[config.mk]
export PLATFORM = sky130hd
export DESIGN_NAME = smb_own_sema
export DESIGN_NICKNAME = d
export VERILOG_FILES = /design/src/rtl/smb_own_sema_pkg.sv /design/src/rtl/sema_ctl_reg.sv /design/src/rtl/sema_arbiter.sv /design/src/rtl/smb_own_sema.sv
export SDC_FILE = /design/constraint.sdc
export NUM_CORES = 1
export LEC_CHECK = 0
export ABC_AREA = 1
export BUFFER_PORTS_ARGS = -buffer_cell sky130_fd_sc_hd__buf_2
export CAP_MARGIN = 20
export CORE_AREA = 2 2 39 41
export DETAILED_ROUTE_END_ITERATION = 10
export DIE_AREA = 0 0 41 43
export PLACE_DENSITY_LB_ADDON = 0.12
export SYNTH_ARGS = -nofsm -noshare
export SYNTH_HDL_FRONTEND = slang
export SYNTH_HIERARCHICAL = 1
export SYNTH_SLANG_ARGS = --single-unit
[constraint.sdc]
create_clock -name clk_i -period 2 [get_ports clk_i]
set_input_delay 0.1 -clock clk_i [delete_from_list [all_inputs] [get_ports clk_i]]
set_output_delay 0.1 -clock clk_i [all_outputs]
set_load 0.02 [all_outputs]
[src/rtl/smb_own_sema_pkg.sv]
package smb_own_sema_pkg;
   typedef enum logic [1:0] {
      OWN_NONE = 2'd0,
      OWN_HOST = 2'd1,
      OWN_MCU  = 2'd2
   } owner_t;
endpackage

[src/rtl/sema_ctl_reg.sv]
module sema_ctl_reg #(
   parameter int REG_W   = 8,
   parameter int CLM_BIT = 4,
   parameter int DRP_BIT = 5
) (
   input  logic             clk_i,
   input  logic             rst_ni,
   input  logic             wr_i,
   input  logic [REG_W-1:0] wdata_i,
   input  logic             host_own_i,
   output logic             claim_o,
   output logic             drop_o,
   output logic [REG_W-1:0] rdata_o
);
   localparam logic [REG_W-1:0] CMD_MASK =
      (REG_W'(1) << CLM_BIT) | (REG_W'(1) << DRP_BIT);

   logic [REG_W-1:0] store_q;

   always_ff @(posedge clk_i) begin
      if (!rst_ni)   store_q <= '0;
      else if (wr_i) store_q <= wdata_i & ~CMD_MASK;
   end

   assign claim_o = wr_i & wdata_i[CLM_BIT];
   assign drop_o  = wr_i & wdata_i[DRP_BIT];

   always_comb begin
      rdata_o          = store_q;
      rdata_o[CLM_BIT] = host_own_i;
   end
endmodule

[src/rtl/sema_arbiter.sv]
module sema_arbiter
   import smb_own_sema_pkg::*;
#(
   parameter bit MCU_WINS = 1'b1
) (
   input  logic clk_i,
   input  logic rst_ni,
   input  logic host_claim_i,
   input  logic host_drop_i,
   input  logic mcu_claim_i,
   input  logic mcu_drop_i,
   output logic host_own_o,
   output logic mcu_own_o
);
   owner_t owner_q, owner_d, idle_pick;

   generate
      if (MCU_WINS) begin : g_mcu_first
         always_comb begin
            if (mcu_claim_i)       idle_pick = OWN_MCU;
            else if (host_claim_i) idle_pick = OWN_HOST;
            else                   idle_pick = OWN_NONE;
         end
      end else begin : g_host_first
         always_comb begin
            if (host_claim_i)      idle_pick = OWN_HOST;
            else if (mcu_claim_i)  idle_pick = OWN_MCU;
            else                   idle_pick = OWN_NONE;
         end
      end
   endgenerate

   always_comb begin
      owner_d = owner_q;
      unique case (owner_q)
         OWN_NONE: owner_d = (host_claim_i && host_drop_i && !mcu_claim_i)
                             ? OWN_NONE : idle_pick;
         OWN_HOST: if (host_drop_i) owner_d = OWN_NONE;
         OWN_MCU:  if (mcu_drop_i)  owner_d = OWN_NONE;
         default:  owner_d = OWN_NONE;
      endcase
   end

   always_ff @(posedge clk_i) begin
      if (!rst_ni) owner_q <= OWN_NONE;
      else         owner_q <= owner_d;
   end

   assign host_own_o = (owner_q == OWN_HOST);
   assign mcu_own_o  = (owner_q == OWN_MCU);


   p_excl_r8: assert property (@(posedge clk_i) disable iff (!rst_ni)
      !(host_own_o && mcu_own_o));

   p_host_blocked_r3: assert property (@(posedge clk_i) disable iff (!rst_ni)
      (mcu_own_o && host_claim_i) |=> !host_own_o);

   p_mcu_blocked_r6: assert property (@(posedge clk_i) disable iff (!rst_ni)
      (host_own_o && mcu_claim_i) |=> !mcu_own_o);

   p_host_drop_r4: assert property (@(posedge clk_i) disable iff (!rst_ni)
      (host_own_o && host_drop_i) |=> !host_own_o);

   p_mcu_drop_r5: assert property (@(posedge clk_i) disable iff (!rst_ni)
      (mcu_own_o && mcu_drop_i) |=> !mcu_own_o);

   generate
      if (MCU_WINS) begin : g_tie_chk
         p_tie_mcu_r7: assert property (@(posedge clk_i) disable iff (!rst_ni)
            (!host_own_o && !mcu_own_o && mcu_claim_i && host_claim_i) |=> mcu_own_o);
      end
   endgenerate
endmodule

[src/rtl/smb_own_sema.sv]
module smb_own_sema #(
   parameter int REG_W    = 8,
   parameter int CLM_BIT  = 4,
   parameter int DRP_BIT  = 5,
   parameter bit MCU_WINS = 1'b1
) (
   input  logic             clk_i,
   input  logic             rst_ni,
   input  logic             host_wr_i,
   input  logic [REG_W-1:0] host_wdata_i,
   output logic [REG_W-1:0] host_rdata_o,
   output logic             host_grant_o,
   input  logic             mcu_claim_i,
   input  logic             mcu_drop_i,
   output logic             mcu_grant_o
);
   generate
      if (CLM_BIT == DRP_BIT) begin : g_bad_bits
         $error("claim and drop bits must differ");
      end
      if (CLM_BIT >= REG_W || DRP_BIT >= REG_W) begin : g_bad_width
         $error("command bits must lie inside the register");
      end
   endgenerate

   logic host_claim, host_drop, host_own, mcu_own;

   sema_ctl_reg #(
      .REG_W  (REG_W),
      .CLM_BIT(CLM_BIT),
      .DRP_BIT(DRP_BIT)
   ) i_reg (
      .clk_i     (clk_i),
      .rst_ni    (rst_ni),
      .wr_i      (host_wr_i),
      .wdata_i   (host_wdata_i),
      .host_own_i(host_own),
      .claim_o   (host_claim),
      .drop_o    (host_drop),
      .rdata_o   (host_rdata_o)
   );

   sema_arbiter #(
      .MCU_WINS(MCU_WINS)
   ) i_arb (
      .clk_i       (clk_i),
      .rst_ni      (rst_ni),
      .host_claim_i(host_claim),
      .host_drop_i (host_drop),
      .mcu_claim_i (mcu_claim_i),
      .mcu_drop_i  (mcu_drop_i),
      .host_own_o  (host_own),
      .mcu_own_o   (mcu_own)
   );

   assign host_grant_o = host_own;
   assign mcu_grant_o  = mcu_own;

   // the drop bit never reads back as one
   p_drop_reads_zero_r9: assert property (@(posedge clk_i) disable iff (!rst_ni)
      host_wr_i |=> !host_rdata_o[DRP_BIT]);
endmodule

Yosys cells after proc, flatten, opt, wreduce, memory -nomap -nowiden
Index checks and enable logic that the tools add are counted.
- equality and inequality tests: 4
- mux-type cells: 6
- reductions and logical operators: 5
- bitwise gates (word level): 2
- operator list (cell ; count):
    2-bit two-way mux ; 4
    2-bit case mux with 3 select lines ; 1
    1-bit bitwise AND ; 2
    2-bit by 1-bit equality test with 1-bit output (second input constant) ; 1
    2-bit equality test (second input constant) ; 1
    1-bit logical AND ; 2
    2-bit logical NOT ; 1
    2-bit by 1-bit != test with 1-bit output (second input constant) ; 1
    2-bit != test (second input constant) ; 1
    2-bit AND reduction ; 1
    1-bit logical NOT ; 1
    1-bit two-way mux ; 1
- word-level logic and storage cells: 19
- input port bits: 13
- output and inout bits: 10
- register bits: 8

Depth between registers and ports, before layout
Gate-level depths: netlist of the first run.
- word-level depth: 5
- depth in mapped cells: 6
- gate-level depth less buffers: 5

By module
The synthesis of the first run kept the hierarchy.
- modules (own cells, without submodules) (module ; area each (um2) ; cells each ; instances ; seq. area each (um2)):
    sema_ctl_reg ; 277.8 ; 44 ; 1 ; 120.1
    sema_arbiter ; 102.6 ; 16 ; 1 ; 40.0

Least setup slack after synthesis of the first run
OpenSTA, ideal clock, no wires.
- kind: flip-flop to output port
- start point: reg i_arb.owner_q[0]
- end point: out host_rdata_o[4]
- required time: 1900 ps
- data arrival time: 928 ps
- cell stages (with the launch flop): 4
- slack: 972 ps
- path through: dfxtp_1 -> inv_1 -> nor2_1 -> buf_4
- word-level cells in the longest chain between the ends: 1
- RTL lines (item ; RTL line ; RTL):
    start: declaration ; sema_arbiter.sv:15 ; owner_t owner_q, owner_d, idle_pick;
    start signal: assignment ; sema_arbiter.sv:46 ; else owner_q <= owner_d;
    2-bit by 1-bit equality test with 1-bit output ; sema_arbiter.sv:49 ; assign host_own_o = (owner_q == OWN_HOST);
    end: declaration ; smb_own_sema.sv:11 ; output logic [REG_W-1:0] host_rdata_o,
No other way between the ends.

Worst setup path in the final report of the first run
- start point: reg i_arb.owner_q[0]
- end point: out host_grant_o
- word-level cells in the longest chain between the ends: 1
- RTL lines (item ; RTL line ; RTL):
    2-bit by 1-bit equality test with 1-bit output ; sema_arbiter.sv:49 ;
    end: declaration ; smb_own_sema.sv:12 ; output logic host_grant_o,
No other way between the ends.

==> results of run 1 <==
==> layout by cell type (no fill, tap or decap), drive strengths merged <==
master,Yosys,layout
clkbuf,0,3
buf,3,21
nand3b,1,1
dfxtp,8,8
nand2,16,16
conb,1,1
inv,12,12
nor2,17,17
a21oi,2,2
==> final timing paths <==
check | endpoint | depth (start not counted) | slack (ns)
max | host_grant_o | 3 | 0.96
min | i_arb/owner_q[1]$_SDFFE_PN0P_ | 3 | 0.13
max reg2reg | i_arb/owner_q[1]$_SDFFE_PN0P_ | 3 | 1.32
min reg2reg | i_reg/store_q[6]$_SDFFE_PN0P_ | 2 | 0.47
==> routing by layer <==
layer / global-route usage, % / vias to the layer above
li1: - / 208
met4: 6.00 / 0
met3: 3.14 / 2
met1: 12.7 / 148
met5: 0 / -
met2: 14.4 / 14
==> logic make-up after synthesis <==
group | Yosys count
AO/OA/AOI/OAI | 2
buffers and inverters | 15
flip-flops | 8
other | 1
AND/OR/NAND/NOR | 34
==> critical path, cell delays in order, from the launching register on <==
cell and delay, ns:
dfxtp_1 0.36, inv_1 0.06, nor2_1 0.10, buf_2 0.17
==> power by group <==
part / internal [uW] / switching, uW / total [uW]
clock network: 68.4 / 50.8 / 119
registers: 170 / 6.22 / 177
logic: 27.7 / 41.6 / 69.3
total: 266 / 98.6 / 365
==> flip-flops by register name, summed over array words and instances, names as in the netlist <==
| register | flops |
|---|---|
| i_arb/owner_q | 2 |
| i_reg/store_q | 6 |
==> cell type report <==
cell class | instances | area (um2) | area share [%]
inverter | 12 | 45.0 | 8.98
clock buffer | 3 | 22.5 | 4.49
multi-input combinational | 37 | 149 | 29.7
tap | 16 | 20.0 | 3.99
timing repair buffer | 21 | 105 | 20.9
sequential | 8 | 160 | 31.9
==> metrics by stage <==
step                instance area [um2]  setup WS, ns  utilization (%)
global placement                    479          1.22             34.6
finish                              502         0.956             36.3
global route                        502         0.849             36.3
floorplan                           380         0.972                -
CTS                                 502         0.934             36.3
detailed placement                  479          1.21             34.6
==> summary.md, run 1 <==
| Metric | Value |
|---|---|
| Outcome | finished, final reports clean |
| Die ar. | 0.00176 mm2 |
| Hold_buf cts | 0 |
| Yosys top cell by area | dfxtp_1 |
| Pins Over Slew Limit | 0 |
| Met2 routed WL | between 300 and 400 um |
| Via Count | between 300 and 400 |
| Synth cell types | 10 |
| Die height | ~43 um |
| Global-route wire length before repair | roughly 1200 um |
| Core Region | around 0.0014 mm2 |
| Startpoint Class | register |
| Pwr Total | 365 uW |
| EDFF count, synth | 0 |
| DRT iter0 DRCs | 3 |
| CTS Buf Count | 3 |
| Post-synthesis sequential area ratio | 42.1% |
| DRT antenna net count | 0 |
| Metal-1 WL | about 330 um |
| Post-DP HPWL | 537 um |
| Ant. Diodes | 0 |
| Total gr overflow | 0 |
| Inst Count DP | 94 |
| Critical Path End Type | primary output |
| CP Max Fanout | 4 |
| WP data arrival | 0.94 ns |
| Routed met3 length | between 50 and 60 um |
| Fin. Hold Viols | 0 |
| DRT Pass-1 Iters | 3 |
| Main synth FF type | dfxtp_1 |
| Crit share post-route | a little over half |
| Synth Area in Adders | 0% |
| Synth warnings | 6 |
| Maximum VDD drop | 0.000238 V |
| Resized Gates After CTS | 0 |
| Cell Rows | 14 |
| Clock slew at reported path FFs | roughly 0.050 ns |
| Clock tree buffer depth | 2 |
| I/O Buffers | 21 |
| Min-Delay Path Class | in -> reg |
| CTS sink count | 8 |
| CTS Root Buffer Type | clkbuf_4 |
| Residual DRC count | 0 |
| Final period demand of the worst path | about 1.0 ns |
| Post-Layout Cell Count | 97 |
| Top post-synthesis cells by count | nor2_1 (17), nand2_1 (16), inv_1 (12) |
| Final wirelength | 705 um |
| Final Setup Violations | 0 |
| Synthesized net count | 73 |
| Worst-skew pair later-pin latency | between 0.2 and 0.25 ns |
| Max cap viols | 0 |
| Layout cell share with drive strength beyond 1 | roughly 30% |
| Layout Nets | between 90 and 100 |
| Largest net degree at the start of global routing | 15 |
| Top-count cell post-synth | nor2_1 |
| Ys async rst share | 0% |
| Total GRT Usage | approximately a tenth |
| HP Start | mcu_drop_i |
| XOR/XNOR Fraction of Synth Area | 0% |
| Register bit total from synthesis | 8 |
| Starting Density | between 20 and 30% |
| Number of global-route vias before repair | 330 |
| Critical Path RT | 1.90 ns |
| Mapped Area | 380 um2 |
| Vias/cell | around 3.8 |
| Initial antenna violation count | 0 |
| Accumulated negative setup slack | 0 ns |
| Die width | slightly above 40 um |
| RePlAce Congestion | slightly above 0.6 |
| RSZ-0062 raised after global routing | no |
| Pwr dens | just over 700 mW/mm2 |
| Yosys top cell area share | 42.1% |
| Simple-gate share of the synthesized area | about a third |
| Syn Inst Count | 60 |
| Postcts setup bufs | 0 |
| Area Growth Syn to Fin | 31.9% |
| Post-synthesis compound-gate area fraction | 3.62% |
| Main combinational cell family by area after synthesis | simple AND/OR/NAND/NOR gates |
| Avg Cell Area, Syn | ~6.3 um2 |
| Largest cells by area after synthesis | dfxtp_1 (42%), nor2_1 (17%), nand2_1 (16%) |
| Clock skew | about 0.0019 ns |
| Number of fillers in the final layout | between 150 and 200 |
| Worst hold slack | about 0.13 ns |
| Leakage power | roughly 0.00032 uW |
| Crit path launch | i_arb/owner_q[0]$_SDFFE_PN0P_ |
| Clock tree from TritonCTS | done |
| H-Tree Depth | 1 |
| DR top layer | met4 |
| I/O Pins | 23 |
| Critical path class | reg -> out |
| Mux cell area share after synthesis | 0% |
| F_max | about 0.96 GHz |
| Reg2reg start | i_arb/owner_q[0]$_SDFFE_PN0P_ |
| Routed WL per cell | 7.27 um |
No activity file was read; power rests on OpenSTA's default activity.
==> inputs of run 2 (changes only) <==
- ABC_AREA: 1 -> 0
- clock period: 2 -> 1.05 ns (I/O delays scaled with it)
==> summary.md, run 2 <==
| Metric | Value |
|---|---|
| CTS Root Buffer Type | clkbuf_4 |
| Final Setup Violations | 0 (unchanged) |
| Critical Path End Type | primary output |
| HP Start | host_wdata_i[1] |
| Startpoint Class | register |
| Die ar. | 0.00176 mm2 (unchanged) |
| Switch share | 24.6% (-2.5 points) |
| Number of fillers in the final layout | 150 (-13%) |
| Critical path class | reg -> out |
| Post-DP HPWL | 557 um (+3.7%) |
| Routed WL per cell | 9.26 um (+27%) |
| Largest regs | i_reg/store_q (6), i_arb/owner_q (2) |
| F_max | 1.04 GHz |
| Register bit total from synthesis | 8 (unchanged) |
| Syn Inst Count | 34 (-43%) |
| Clock slew at reported path FFs | 0.05 ns (about the same) |
| Reg2reg path depth | 2 (-1) |
| Post-synthesis sequential area ratio | 45.1% (+3.0 points) |
| Pins Over Slew Limit | 0 (unchanged) |
| Yosys top cell by area | dfxtp_1 |
| Clk pwr share | 32.7% (about the same) |
| Top-count cell post-synth | dfxtp_1 |
| Combinational fraction of design power | 18.2% (-0.8 points) |
| Main synth FF type | dfxtp_1 |
| Via Count | 297 (-20%) |
| Switching power total | 167 uW (+70%) |
| Min-Delay Path Depth | 3 (unchanged) |
| Clock skew | 0.000161 ns (-0.00170 ns) |
| RePlAce Congestion | 0.649 (+5.2%) |
| Layout cell share with drive strength beyond 1 | 54.4% (+24 points) |
| Synth cell types | 12 (+2) |
| Accumulated negative setup slack | 0 ns (unchanged) |
| Number of global-route vias before repair | 238 (-28%) |
| Residual DRC count | 0 (unchanged) |
| Commonest non-fill, non-tap cells in the layout | buf_2 (19), nor2b_1 (7), mux2i_1 (6), dfxtp_1 (6) |
| Synthesized net count | 47 (-36%) |
| Ys async rst share | 0% (unchanged) |
| Initial antenna violation count | 0 (unchanged) |
| Total GRT Usage | 7.75% (-2.3 points) |
| WP data arrival | 0.91 ns (-0.03 ns) |
| DRT Pass-1 Iters | 2 (-1) |
| Critical Path RT | 1.00 ns (-0.90 ns) |
| Largest cells by area after synthesis | dfxtp_1 (45%), mux2i_1 (17%), nor2b_1 (12%) |
| Vias/cell | 4.07 (+6.1%) |
| Total gr overflow | 0 (unchanged) |
| Largest net degree at the start of global routing | 8 (-7) |
| Die width | 41 um (unchanged) |
| Min-Delay Path Class | in -> reg |
| Final period demand of the worst path | slightly below 1 ns |
| CTS sink count | 8 (unchanged) |
| R2R Path End | i_arb/owner_q[1]$_SDFFE_PN0P_ |
| Core Region | 0.00138 mm2 (unchanged) |
| Starting Density | 25.7% (-1.8 points) |
| H-Tree Depth | 1 (unchanged) |
| Area Growth Syn to Fin | 41.9% |
| Top post-synthesis cells by count | dfxtp_1 (8), nor2b_1 (7), mux2i_1 (6) |
| Max cap viols | 0 (unchanged) |
| CP Max Fanout | 3 (-1) |
| Seq pwr share | 49.2% (+0.9 points) |
| Layout Nets | 72 (-25%) |
| Max reg flops | 6 (unchanged) |
| Most common cell after layout, fill and taps aside | buf_2 |
| EDFF count, synth | 0 (unchanged) |
| Ant. Diodes | 0 (unchanged) |
| CTS Buf Count | 3 (unchanged) |
| Final wirelength | 676 um (-4.1%) |
| Leakage power | 0.000255 uW (-20%) |
| Clock tree from TritonCTS | done |
| Crit share post-route | ~90% |
| Reg2reg setup slack | 0.23 ns (-1.09 ns) |
| Maximum VDD drop | 0.000587 V (+150%) |
| Global-route wire length before repair | 903 um (-25%) |
| Worst-skew pair later-pin latency | 0.24 ns (about the same) |
| DRT antenna net count | 0 (unchanged) |
| Fin util | 36.4% (+0.18 points) |
| Fin. Hold Viols | 0 (unchanged) |
| Die height | 43 um (unchanged) |
| Int Power | 514 uW (+93%) |
| Outcome | finished, final reports clean |
| DRT iter0 DRCs | 1 (-2) |
| I/O Pins | 23 (unchanged) |
| Synth warnings | 6 (unchanged) |
| I/O Buffers | 21 (unchanged) |
| Reg2reg start | i_arb/owner_q[1]$_SDFFE_PN0P_ |
| Avg Cell Area, Syn | 10.5 um2 (+65%) |
| Cell Rows | 14 (unchanged) |
| Clock tree buffer depth | 2 (unchanged) |
| Yosys top cell area share | 45.1% (+3.0 points) |
| Mapped Area | 355 um2 (-6.6%) |
| Biggest register | i_reg/store_q |
| Hold EP | i_reg/store_q[1]$_SDFFE_PN0P_ |
| RSZ-0062 raised after global routing | no |
| Pwr dens | 1350 mW/mm2 (+86%) |
-- run 2: cell types whose count changed after synthesis, moves of 2 or more --
cell     change
and2_2       +2
inv_1       -10
mux2i_1      +6
nand2_1     -16
nor2_1      -15
nor2b_1      +7
-- run 2: layout make-up --
type                    count  area, um2  area share [%]
well taps                  16       20.0            3.97
multi-input cells          21        164            32.5
repair buffers             23        128            25.3
inverters                   2       7.51            1.49
flip-flops and latches      8        163            32.3
clock buffers               3       22.5            4.47
-- run 2: cells by family (layout without fill, tap and decap cells) --
kind of cell           Yosys count  count (layout)  share of synthesized area (%)
AND/OR/NAND/NOR                 12              12                           20.4
multiplexers                     6               6                           16.9
AO/OA/AOI/OAI                    2               2                           7.04
flip-flops                       8               8                           45.1
other                            1               1                           1.06
buffers and inverters            5              28                           9.51
-- run 2: repair_timing --
| action | in CTS | in global routing |
|---|---|---|
| hold endpoints to repair | 1 | 0 |
| hold buffers | 1 | 0 |
| gates resized for setup | 0 | 5 |
| setup endpoints to repair | 0 | 3 |
| buffers inserted | 0 | 0 |
-- run 2: worst max-delay path by stage --
stage                                             start                            end  slack [ns]  cells past startpoint
after global placement    i_arb/owner_q[0]$_SDFFE_PN0P_  i_arb/owner_q[0]$_SDFFE_PN0P_        0.19                      2
after CTS                 i_arb/owner_q[0]$_SDFFE_PN0P_                host_rdata_o[4]        0.01                      3
after global routing      i_arb/owner_q[0]$_SDFFE_PN0P_                   host_grant_o        0.03                      3
after floorplan           i_arb/owner_q[0]$_SDFFE_PN0P_                host_rdata_o[4]        0.06                      3
final                     i_arb/owner_q[0]$_SDFFE_PN0P_                   host_grant_o        0.09                      3
after detailed placement  i_arb/owner_q[1]$_SDFFE_PN0P_  i_arb/owner_q[1]$_SDFFE_PN0P_        0.19                      2
-- run 2: routing by layer --
metal  vias to the layer above  routed length, um  part of all wire (%)  global-route usage, %
met3                         0                 60                   8.9                   3.14
met2                        14                335                    50                   10.6
met5                         -                  0                     0                      0
li1                        156                  -                     -                      -
met4                         0                  0                     0                   4.00
met1                       127                279                    41                   10.1
-- run 2: critical path, cell delays in order, from the launching register on --
cell	delay (ns)
dfxtp_2	0.34
inv_1	0.07
nor2_2	0.12
buf_4	0.15
-- run 2: metrics by stage --
stage               power [uW]  worst slack, ns  area, um2  hold slack [ns]  cells
floorplan                  418           0.0625        355            0.157     34
global placement           462            0.193        462            0.253     69
detailed placement         461            0.190        462            0.254     69
CTS                        701           0.0116        494           0.0614     73
global route               729           0.0281        504           0.0620     73
finish                     682           0.0879        504           0.0703     73
-- run 2: power groups by stage --
stage	clock network (uW)	logic [uW]	registers, uW
after CTS	243	124	334
after global placement	0	122	340
final	223	124	335
after global routing	259	133	336
after floorplan	0	61.8	356
after detailed placement	0	121	340
==> inputs of run 3 (changes only) <==
- SYNTH_HIERARCHICAL: 1 -> default
==> summary.md, run 3 <==
| Metric | Value |
|---|---|
| Pins Over Slew Limit | 0 (unchanged) |
| DRT antenna net count | 0 (unchanged) |
| Residual DRC count | 0 (unchanged) |
| WP data arrival | 0.94 ns (+0.03 ns) |
| Total gr overflow | 0 (unchanged) |
| Cell Rows | 14 (unchanged) |
| Ys async rst share | 0% (unchanged) |
| DRT iter0 DRCs | 3 (+2) |
| Clock slew at reported path FFs | 0.06 ns (about the same) |
| Yosys top cell by area | dfxtp_1 |
| Synth cell types | 12 (unchanged) |
| Clock skew | 0.0000151 ns (-0.000146 ns) |
| Largest regs | i_reg.store_q (6), i_arb.owner_q (2) |
| Main synth FF type | dfxtp_1 |
| Post-place setup slack | 0.274 ns (+0.0837 ns) |
| Final Setup Violations | 0 (unchanged) |
| I/O Pins | 23 (unchanged) |
| Top-count cell post-synth | nor2b_1 |
| Final wirelength | 682 um (+0.89%) |
| Top post-synthesis cells by count | nor2b_1 (9), dfxtp_1 (8), mux2i_1 (6) |
| Synthesized net count | 46 (-2.1%) |
| I/O Buffers | 21 (unchanged) |
| Mapped Area | 365 um2 (+2.8%) |
| Layout cell share with drive strength beyond 1 | 50.9% (-3.5 points) |
| Routed WL per cell | 9.61 um (+3.7%) |
| CP Max Fanout | 3 (unchanged) |
| Most common cell after layout, fill and taps aside | buf_2 |
| Ant. Diodes | 0 (unchanged) |
| Pwr Total | 689 uW (+1.0%) |
| H-Tree Depth | 1 (unchanged) |
| Die ar. | 0.00176 mm2 (unchanged) |
| Worst-skew pair later-pin latency | 0.25 ns (about the same) |
| F_max | 1.01 GHz (-2.7%) |
| Critical Path End Type | primary output |
| Max reg flops | 6 (unchanged) |
| EDFF count, synth | 0 (unchanged) |
| Initial antenna violation count | 0 (unchanged) |
| Leakage power | 0.000269 uW (+5.4%) |
| Critical Path RT | 1.00 ns (about the same) |
| Pwr dens | 1360 mW/mm2 (+0.76%) |
| Vias/cell | 4.11 (+1.1%) |
| Fin. Hold Viols | 0 (unchanged) |
| Register bit total from synthesis | 8 (unchanged) |
| Yosys top cell area share | 43.8% (-1.2 points) |
| Outcome | finished, final reports clean |
| CTS Root Buffer Type | clkbuf_4 |
| Final worst slack | 0.0609 ns (-0.0269 ns) |
| RePlAce Congestion | 0.614 (-5.4%) |
| Core Region | 0.00138 mm2 (unchanged) |
| Worst hold slack | 0.0620 ns (-0.00830 ns) |
| Maximum VDD drop | 0.000489 V (-17%) |
| Post-synthesis sequential area ratio | 43.8% (-1.2 points) |
| Startpoint Class | register |
| Max cap viols | 0 (unchanged) |
| Min-Delay Path Class | in -> reg |
| Inst Count DP | 67 (-2.9%) |
| Starting Density | 26.4% (+0.72 points) |
| Die height | 43 um (unchanged) |
| Avg Cell Area, Syn | 11.1 um2 (+5.9%) |
| DRT Pass-1 Iters | 4 (+2) |
| Syn Inst Count | 33 (-2.9%) |
| Clock tree from TritonCTS | done |
| Largest cells by area after synthesis | dfxtp_1 (44%), mux2i_1 (16%), nor2b_1 (15%) |
| Total GRT Usage | 8.28% (+0.53 points) |
| Commonest non-fill, non-tap cells in the layout | buf_2 (19), nor2b_1 (9), dfxtp_1 (7) |
| Area Growth Syn to Fin | 38.4% |
| CTS sink count | 8 (unchanged) |
| Crit share post-route | 94.2% (+2.6 points) |
| Critical path class | reg -> out |
| Die width | 41 um (unchanged) |
| Post-Layout Cell Count | 71 (-2.7%) |
| RSZ-0062 raised after global routing | yes |
| Biggest register | i_reg.store_q |
| Final period demand of the worst path | 0.989 ns (+0.0269 ns) |
| CTS Buf Count | 3 (unchanged) |
| Synth warnings | 0 (-6) |
| Global-route wire length before repair | 910 um (+0.78%) |
| Via Count | 292 (-1.7%) |
| Number of global-route vias before repair | 230 (-3.4%) |
| Layout Nets | 70 (-2.8%) |
| Largest net degree at the start of global routing | 9 (+1) |
| Postcts setup bufs | 0 (unchanged) |
| Clock tree buffer depth | 2 (unchanged) |
[run 3: cell types whose count changed in the layout (fill, tap and decap cells not counted), sizes merged]
cell,delta
buf,-1
inv,-1
a2111oi,-2
nor2,-1
nand3b,+1
nor2b,+2
o211a,+1
a221oi,+1
and2,-2
[run 3: kinds of logic (layout without fill, tap and decap cells)]
logic type             after synthesis  after routing  synth area share (%)
and+or+nand+nor                     12             12                  23.6
DFF                                  8              8                  43.8
muxes                                6              6                  16.4
buffers and inverters                4             26                  8.22
AOI/OAI and AO/OA                    2              2                  6.85
other                                1              1                  1.03
[run 3: power breakdown]
part / total [uW] / switching [uW] / leakage [uW] / internal [uW]
Sequential: 332 / 9.25 / 0.0000663 / 323
Combinational: 127 / 66.2 / 0.000189 / 61.1
Clock: 230 / 99.1 / 0.0000138 / 130
[run 3: area by class of cell]
| type | count | area (um2) |
|---|---|---|
| sequential | 8 | 161 |
| multi-input combinational | 21 | 178 |
| fill | 150 | 878 |
| clock buffer | 3 | 22.5 |
| timing repair buffer | 22 | 120 |
| inverter | 1 | 3.75 |
| tap | 16 | 20.0 |
[run 3: per-stage QoR]
stage	TNS, ns	utilization [%]	instance area, um2
after floorplan	0	-	365
after global placement	0	33.5	464
after detailed placement	0	33.5	464
after CTS	0	35.9	497
after global routing	-0.0127	36.5	505
final	0	36.5	505
[run 3: repair_timing]
| action | 4_1_cts | 5_1_grt |
|---|---|---|
| endpoints found under the hold margin | 1 | 0 |
| resized for setup | 0 | 4 |
| hold buffers | 1 | 0 |
| endpoints found under the setup margin | 0 | 3 |
[run 3: worst max-delay path, stage by stage, from the launching register on]
cell     delay [ns]
dfxtp_1        0.32
inv_1          0.08
nor2_2         0.13
buf_4          0.16
[run 3: path summary, 6_finish.rpt]
| kind | from | endpoint | slack, ns | depth (start not counted) |
|---|---|---|---|---|
| max | i_arb.owner_q[0]$_SDFFE_PN0P_ | host_rdata_o[4] | 0.06 | 3 |
| min | host_wdata_i[2] | i_reg.store_q[2]$_SDFFE_PN0P_ | 0.06 | 3 |
| max reg2reg | i_arb.owner_q[1]$_SDFFE_PN0P_ | i_arb.owner_q[1]$_SDFFE_PN0P_ | 0.28 | 2 |
| min reg2reg | i_reg.store_q[2]$_SDFFE_PN0P_ | i_reg.store_q[2]$_SDFFE_PN0P_ | 0.51 | 2 |
[run 3: layer usage]
layer	vias up	GRT usage, %	wire length, um
met2	15	10.3	302
met5	-	0	0
met3	0	3.14	76
li1	151	-	-
met4	0	8.00	0
met1	126	10.2	304
